$ cat config.mk
export PLATFORM = sky130hd
export DESIGN_NAME = sgn_ctree
export DESIGN_NICKNAME = d
export VERILOG_FILES = /design/src/rtl/ct_pkg.sv /design/src/rtl/ct_c42.sv /design/src/rtl/ct_row.sv /design/src/rtl/sgn_ctree.sv
export SDC_FILE = /design/constraint.sdc
export NUM_CORES = 1
export LEC_CHECK = 0
export BUFFER_PORTS_ARGS = -buffer_cell sky130_fd_sc_hd__buf_2
export CORE_ASPECT_RATIO = 1.5
export CORE_UTILIZATION = 54
export DETAILED_ROUTE_END_ITERATION = 7
export GPL_TIMING_DRIVEN = 0
export MAX_ROUTING_LAYER = met4
export PLACE_DENSITY_LB_ADDON = 0.25
export SETUP_SLACK_MARGIN = 0.2
export SLEW_MARGIN = 20
export SYNTH_ARGS = -nofsm -noshare
export SYNTH_HDL_FRONTEND = slang
export SYNTH_SLANG_ARGS = --single-unit
$ cat constraint.sdc
create_clock -name clk -period 3.6 [get_ports clk]
set_input_delay 0.72 -clock clk [delete_from_list [all_inputs] [get_ports clk]]
set_output_delay 0.72 -clock clk [all_outputs]
set_load 0.02 [all_outputs]
$ cat src/rtl/ct_pkg.sv
package ct_pkg;
  localparam int GRP_MAX = 4;

  // number of operands that fall into group g
  function automatic int grp_size(input int n_ops, input int g);
    int rem;
    rem = n_ops - g * GRP_MAX;
    return (rem > GRP_MAX) ? GRP_MAX : rem;
  endfunction

  // extra sign bits a group of this size needs to hold its total
  function automatic int grp_ext(input int sz);
    if (sz <= 1) return 0;
    else if (sz == 2) return 1;
    else return 2;
  endfunction
endpackage

$ cat src/rtl/ct_c42.sv
module ct_c42 (
  input  logic x0,
  input  logic x1,
  input  logic x2,
  input  logic x3,
  input  logic cin,
  output logic sum,
  output logic carry,
  output logic cout
);
  logic s1;
  // first full adder: its carry leaves sideways to the next column
  assign s1    = x0 ^ x1 ^ x2;
  assign cout  = (x0 & x1) | (x0 & x2) | (x1 & x2);
  // second full adder absorbs the fourth bit and the incoming side carry
  assign sum   = s1 ^ x3 ^ cin;
  assign carry = (s1 & x3) | (s1 & cin) | (x3 & cin);
endmodule

$ cat src/rtl/ct_row.sv
module ct_row #(
  parameter int W = 6,
  parameter int N = 4
) (
  input  logic [3:0][W-1:0] vin,
  output logic [W-1:0]      s,
  output logic [W-1:0]      c
);
  // s + c equals the sum of the first N rows of vin, modulo 2**W
  generate
    if (N >= 3) begin : g_c42
      logic [W-1:0] cw;
      logic [W:0]   hc;
      logic         drop_unused;
      assign hc[0] = 1'b0;
      for (genvar i = 0; i < W; i++) begin : g_col
        ct_c42 u_cell (
          .x0(vin[0][i]), .x1(vin[1][i]), .x2(vin[2][i]), .x3(vin[3][i]),
          .cin(hc[i]), .sum(s[i]), .carry(cw[i]), .cout(hc[i+1])
        );
      end
      assign c = {cw[W-2:0], 1'b0};
      assign drop_unused = ^{cw[W-1], hc[W]};
    end else if (N == 2) begin : g_add2
      logic [W-1:0] gw;
      logic         drop_unused;
      for (genvar i = 0; i < W; i++) begin : g_col
        assign s[i]  = vin[0][i] ^ vin[1][i];
        assign gw[i] = vin[0][i] & vin[1][i];
      end
      assign c = {gw[W-2:0], 1'b0};
      assign drop_unused = ^{gw[W-1], vin[2], vin[3]};
    end else begin : g_pass
      logic drop_unused;
      assign s = vin[0];
      assign c = '0;
      assign drop_unused = ^{vin[1], vin[2], vin[3]};
    end
  endgenerate
endmodule

$ cat src/rtl/sgn_ctree.sv
module sgn_ctree #(
  parameter int NUM_OPS = 6,
  parameter int OP_W    = 4,
  parameter bit PIPE    = 1'b1
) (
  input  logic                      clk,
  input  logic                      rst_n,
  input  logic                      in_valid,
  output logic                      in_ready,
  input  logic [NUM_OPS*OP_W-1:0]   in_ops,
  output logic                      out_valid,
  input  logic                      out_ready,
  output logic [OP_W+$clog2(NUM_OPS)-1:0] out_sum
);
  import ct_pkg::*;

  localparam int NG    = (NUM_OPS + GRP_MAX - 1) / GRP_MAX;
  localparam int SUM_W = OP_W + $clog2(NUM_OPS);

  logic [NG-1:0][SUM_W-1:0] gsum_d, gsum_q;
  logic [3:0][SUM_W-1:0]    l2in;
  logic [SUM_W-1:0]         s2_d, c2_d, s2_q, c2_q, l2ref;
  logic                     v1, v2;

  // ---------------- level 1: per-group reduction ----------------
  generate
    for (genvar g = 0; g < NG; g++) begin : g_grp
      localparam int SZ = grp_size(NUM_OPS, g);
      localparam int GW = OP_W + grp_ext(SZ);
      logic [3:0][GW-1:0] gin;
      logic [GW-1:0]      rs, rc, gx;
      int                 gref;

      for (genvar j = 0; j < 4; j++) begin : g_in
        if (j < SZ) begin : g_use
          assign gin[j] = GW'($signed(in_ops[(g*GRP_MAX+j)*OP_W +: OP_W]));
        end else begin : g_zero
          assign gin[j] = '0;
        end
      end

      ct_row #(.W(GW), .N(SZ)) u_row (.vin(gin), .s(rs), .c(rc));

      assign gx        = rs + rc;
      assign gsum_d[g] = SUM_W'($signed(gx));

      always_comb begin
        gref = 0;
        for (int j = 0; j < SZ; j++)
          gref += int'($signed(in_ops[(g*GRP_MAX+j)*OP_W +: OP_W]));
      end

      // the narrow group width never loses the group total
      a_r3_group_exact: assert property (@(posedge clk) disable iff (!rst_n)
        in_valid |-> ($signed(gx) == gref));
    end
  endgenerate

  // ---------------- level 2: combine the group totals ----------------
  generate
    for (genvar j = 0; j < 4; j++) begin : g_l2
      if (j < NG) begin : g_use
        assign l2in[j] = gsum_q[j];
      end else begin : g_zero
        assign l2in[j] = '0;
      end
    end
  endgenerate

  ct_row #(.W(SUM_W), .N(NG)) u_l2 (.vin(l2in), .s(s2_d), .c(c2_d));

  assign l2ref = l2in[0] + l2in[1] + l2in[2] + l2in[3];

  // second level keeps the total of its inputs
  a_r1_level2_sum: assert property (@(posedge clk) disable iff (!rst_n)
    v1 |-> ((s2_d + c2_d) == l2ref));

  // ---------------- stage registers and handshake ----------------
  generate
    if (PIPE) begin : g_pipe
      logic adv;
      assign adv      = out_ready | ~v2;
      assign in_ready = adv;

      always_ff @(posedge clk) begin
        if (!rst_n) begin
          v1     <= 1'b0;
          v2     <= 1'b0;
          gsum_q <= '0;
          s2_q   <= '0;
          c2_q   <= '0;
        end else if (adv) begin
          v1     <= in_valid;
          gsum_q <= gsum_d;
          v2     <= v1;
          s2_q   <= s2_d;
          c2_q   <= c2_d;
        end
      end

      // a refused result is held unchanged
      a_r5_hold: assert property (@(posedge clk) disable iff (!rst_n)
        (out_valid && !out_ready) |=> (out_valid && $stable(out_sum)));

      // pipeline comes out of reset empty
      a_r6_idle_after_reset: assert property (@(posedge clk) disable iff (!rst_n)
        $past(!rst_n) |-> !out_valid);
    end else begin : g_comb
      assign in_ready = out_ready;
      assign v1       = in_valid;
      assign v2       = in_valid;
      assign gsum_q   = gsum_d;
      assign s2_q     = s2_d;
      assign c2_q     = c2_d;
    end
  endgenerate

  // final carry-propagate adder
  assign out_sum   = s2_q + c2_q;
  assign out_valid = v2;
endmodule

# --- Word level (Yosys, flattened, before mapping) ---
# Cells that the tools add are included.
# W data, S select, Z words.
classes:
  bitwise_logic: 79
  add_sub_neg: 3
op_table:
  columns: ["operator", "n"]
  rows:
  - ["$and A1 B1 Y1", 34]
  - ["$xor A1 B1 Y1", 27]
  - ["$or A1 B1 Y1", 17]
  - ["$add A7 B7 Y7", 1]
  - ["$add A6 B6 Y6", 1]
  - ["$add A5 B5 Y5", 1]
  - ["$not A1 Y1", 1]
totals:
  out_inout_bits: 9
  wordCells: 88
  reg_bits: 26
  inputBits: 28

# --- Logic depth before layout (Yosys ltp) ---
depth:
  word_depth: 7
  ltp_mapped: 8
  depth_no_buf: 8

# --- Hierarchy ---
# A second synthesis with hierarchy kept.
unflattened:
  cells_unflattened: 273
  area_unflattened_um2: 2232.1
by_module_without_submodules:
  columns: ["module", "area_each_um2", "seq_area_each_um2", "cells_per_inst", "instances"]
  rows:
  - ["sgn_ctree", 1597.8, 540.5, 190, 1]
  - ["ct_c42", 70.1, 0.0, 10, 6]
  - ["ct_row at u_l2", 95.1, 0.0, 9, 1]
  - ["ct_row at g_grp[1].u_row", 70.1, 0.0, 7, 1]
  - ["ct_row at g_grp[0].u_row", 48.8, 0.0, 7, 1]

# --- Worst setup path before layout ---
# No wires, ideal clock.
synth_timing:
  path_kind: "input to register"
  from: "in in_ops[1]"
  to: "reg gsum_q[5] (netlist name)"
  stages: 8
  n_path_buf: 0
  arrival_time_ps: 2818
  setup_slack_ps: 663
  setup_time_ps: 119
  required_ps: 3481
  path_cell_list: "fa_1 fa_1 ha_1 fa_1 a21o_1 a21oi_1 xnor2_1 a21oi_1"
synth_via:
  elab_chain_len: 7
  word_cells_on_any_way: 18
  cone_classes: "add/sub: 1; bitwise: 17"
synth_lines:
  columns: ["item", "line", "text"]
  rows:
  - ["start: declaration", "sgn_ctree.sv:10", "input logic [NUM_OPS*OP_W-1:0] in_ops,"]
  - ["$and A1 B1 Y1", "ct_c42.sv:14", "assign cout = (x0 & x1) | (x0 & x2) | (x1 & x2);"]
  - ["$or A1 B1 Y1 (2 in series)", "ct_c42.sv:14", null]
  - ["$and A1 B1 Y1", "ct_c42.sv:17", "assign carry = (s1 & x3) | (s1 & cin) | (x3 & cin);"]
  - ["$or A1 B1 Y1 (2 in series)", "ct_c42.sv:17", null]
  - ["$add A6 B6 Y6 (*)", "sgn_ctree.sv:44", "assign gx = rs + rc;"]
# Every way passes the cells marked *; elsewhere a longest branch is shown, timed or not.
# A chain may end at the register's enable or synchronous reset.

# --- Worst setup path after layout ---
layout_timing:
  from: "in in_ops[1]"
  to: "reg gsum_q[5] (netlist name)"
layout_via:
  elab_chain_len: 7
  word_cells_on_any_way: 18
  cone_classes: "add/sub: 1; bitwise: 17"
layout_lines:
  columns: ["item", "line"]
  rows:
  - ["$and A1 B1 Y1", "ct_c42.sv:14"]
  - ["$or A1 B1 Y1 (2 in series)", "ct_c42.sv:14"]
  - ["$and A1 B1 Y1", "ct_c42.sv:17"]
  - ["$or A1 B1 Y1 (2 in series)", "ct_c42.sv:17"]
  - ["$add A6 B6 Y6 (*)", "sgn_ctree.sv:44"]
# Marked as above.

==> flow_summary.json <==
{
  "yosysMostFrequentCell": "nand2_1",
  "numClockSinks": 25,
  "drt_first_pass_iters": 4,
  "met2_usage": 0.382,
  "met3_usage": 0.0233,
  "critPathMaxFanout": 2,
  "setup-tns-final_ps": 0,
  "grt_usage": 0.219,
  "multi_input_area_mm2": 0.00106,
  "final_core_util": 0.662,
  "ctsHoldBuffers": 0,
  "netSwitchingPower_mw": 0.287,
  "pin_count": 37,
  "cp_data_required_time_ps": 3760,
  "cts-resized-gates": 0,
  "synth_top_cell_by_area": "dfxtp_1",
  "place_area_mm2": 0.00190,
  "drive_above_1_share": 0.224,
  "dp_hpwl_mm": 2.46,
  "ctsHtreeMaxLevel": 1,
  "n_fill_cell": 282,
  "routed_wl_mm": 2.97,
  "p_leak_nw": 0.983,
  "clock_latency_ps": 260,
  "synth_common_cells": "nand2_1, dfxtp_1, ha_1",
  "fin_ws_ps": 765,
  "synth_edf_count": 0,
  "drcViolationCount": 0,
  "synth_cell_types": 25,
  "antenna_cells": 0,
  "switching_share": 0.337,
  "postSynthAreaPerCell_um2": 9.62,
  "grt_pass1_wl_mm": 5.18,
  "yosysTopAreaCellShare": 0.299,
  "die_x_um": 47.5,
  "relSlewSlack": 0.794,
  "finalCritPeriodShare": 0.787,
  "power_frac_clock": 0.191,
  "final_cell_area_mm2": 0.00195,
  "worstSetupPathType": "in -> reg",
  "sequentialPowerShare": 0.415,
  "hold_viol_final": 0,
  "overflow": 0,
  "synth_ff_type": "dfxtp_1",
  "slew_violations": 0,
  "setup_viol": 0,
  "ys_ff_latch": 25,
  "rsz0062_at_grt": "no",
  "yosysWarningCount": 0,
  "synth_fp_nets": 236,
  "p_int_mw": 0.564,
  "die_y_um": 70.2,
  "end_kind": "flop",
  "cp.arrival_ps": 3000,
  "synth-async-reset-ratio": 0,
  "clk_pin_slew_ps": 80,
  "dieArea_mm2": 0.00333,
  "gp_congestion": 0.779,
  "rows": 24,
  "seq_area_um2": 500,
  "synth_cells": 174,
  "maxCapViolCount": 0,
  "start_util": 0.569,
  "final.min_clock_period_ps": 2830,
  "status": "finished clean",
  "p_comb_frac": 0.394,
  "tightest_slew_ps": 309,
  "ant_nets": 0,
  "wl_per_cell_um": 11.7,
  "power_mw": 0.851,
  "cts-buffers-inserted": 3,
  "use_met1": 0.227,
  "vias": 1288,
  "antenna_found_initial": 0,
  "post_cts.repair.setup_buffers": 0,
  "core_area_mm2": 0.00294,
  "cts_tree": "yes",
  "nets": 277,
  "grt_busiest_layer": "met2",
  "max_clock_freq_mhz": 353,
  "powerDensity_mw_per_mm2": 437,
  "peakVddDrop_uv": 247,
  "ys_seq_area_frac": 0.299,
  "cts_root_buf": "clkbuf_8",
  "fin_worst_skew_ps": 2.59,
  "grt_max_degree": 14,
  "syn_to_final_growth_pct": 16.4,
  "cts_buffer_depth": 2,
  "pre_cts_slack_ps": 448,
  "holdCritPathClass": "reg -> reg",
  "viasPerCell": 5.09,
  "critPathLaunchType": "input pin",
  "syn-cell-area_mm2": 0.00167,
  "drt_iter0_markers": 17,
  "port_buffers": 36,
  "ys_top_cells_by_area": "dfxtp_1, ha_1, fa_1, nand2_1, a21boi_0",
  "grt_pass1_vias": 1325
}
stage by stage:
stage	hold WS, ps	cells
6_report	466	253
5_1_grt	494	253
4_1_cts	473	253
3_5_place_dp	461	249
3_3_place_gp	446	249
2_1_floorplan	440	174
cell families after synthesis:
kind of cell | share of synthesized area
flops | 0.299
compound gates | 0.166
xor+xnor | 0.0523
simple gates | 0.114
fa+ha+maj | 0.303
buf+inv | 0.0658
layout by cell type (no fill, tap or decap), types with 2 or more instances in the layout:
cell and n:
clkbuf_8 4, a21o_1 5, a21oi_1 8, a21boi_0 19, buf_2 38, nand3_1 2
o21ai_0 3, dfxtp_1 25, ha_1 23, buf_4 2, fa_1 11, o211a_1 2
clkbuf_1 2, xnor2_1 9, nand2_1 40, buf_6 2, inv_1 11
layout make-up:
| cell class | instances | area share |
|---|---|---|
| inverter | 12 | 0.0231 |
| timing repair buffer | 36 | 0.0925 |
| sequential | 25 | 0.257 |
| tap | 39 | 0.0250 |
| multi-input combinational | 129 | 0.546 |
| buffer | 8 | 0.0334 |
| clock buffer | 4 | 0.0231 |
final timing paths:
check	startpoint	endpoint	slack, ps	cells after the start
worst min register to register	c2_q[4]$_SDFFE_PN0P_	c2_q[4]$_SDFFE_PN0P_	470	2
worst max-delay path	in_ops[1]	gsum_q[5]$_SDFFE_PN0P_	770	9
worst max register to register	out_valid$_SDFFE_PN0P_	gsum_q[5]$_SDFFE_PN0P_	2430	6
worst min-delay path	c2_q[4]$_SDFFE_PN0P_	c2_q[4]$_SDFFE_PN0P_	470	2
per-layer routing:
| metal | vias up | share of wire | wire, um |
|---|---|---|---|
| li1 | 659 | - | - |
| met1 | 589 | 0.38 | 1140 |
| met2 | 32 | 0.56 | 1670 |
| met3 | 8 | 0.028 | 83 |
| met4 | 0 | 0.026 | 78 |
| met5 | - | 0 | 0 |
worst max-delay path, cell delays in order:
cell	delay, ps
buf_2	110
fa_1	550
fa_1	420
ha_1	220
fa_1	400
a21o_1	190
a21oi_1	170
xnor2_1	140
a21oi_1	80
state kept, by name (all words and copies together), names as in the netlist:
name	count
s2_q	6
out_valid	1
gsum_q	11
v1	1
c2_q	6
power groups by stage:
stage / logic (mW) / clock network [mW] / registers, mW
detailed placement: 0.334 / 0 / 0.360
global placement: 0.321 / 0 / 0.359
global route: 0.387 / 0.173 / 0.360
CTS: 0.340 / 0.164 / 0.354
finish: 0.335 / 0.163 / 0.353
floorplan: 0.249 / 0 / 0.354
No activity file was read; power rests on OpenSTA's default activity.
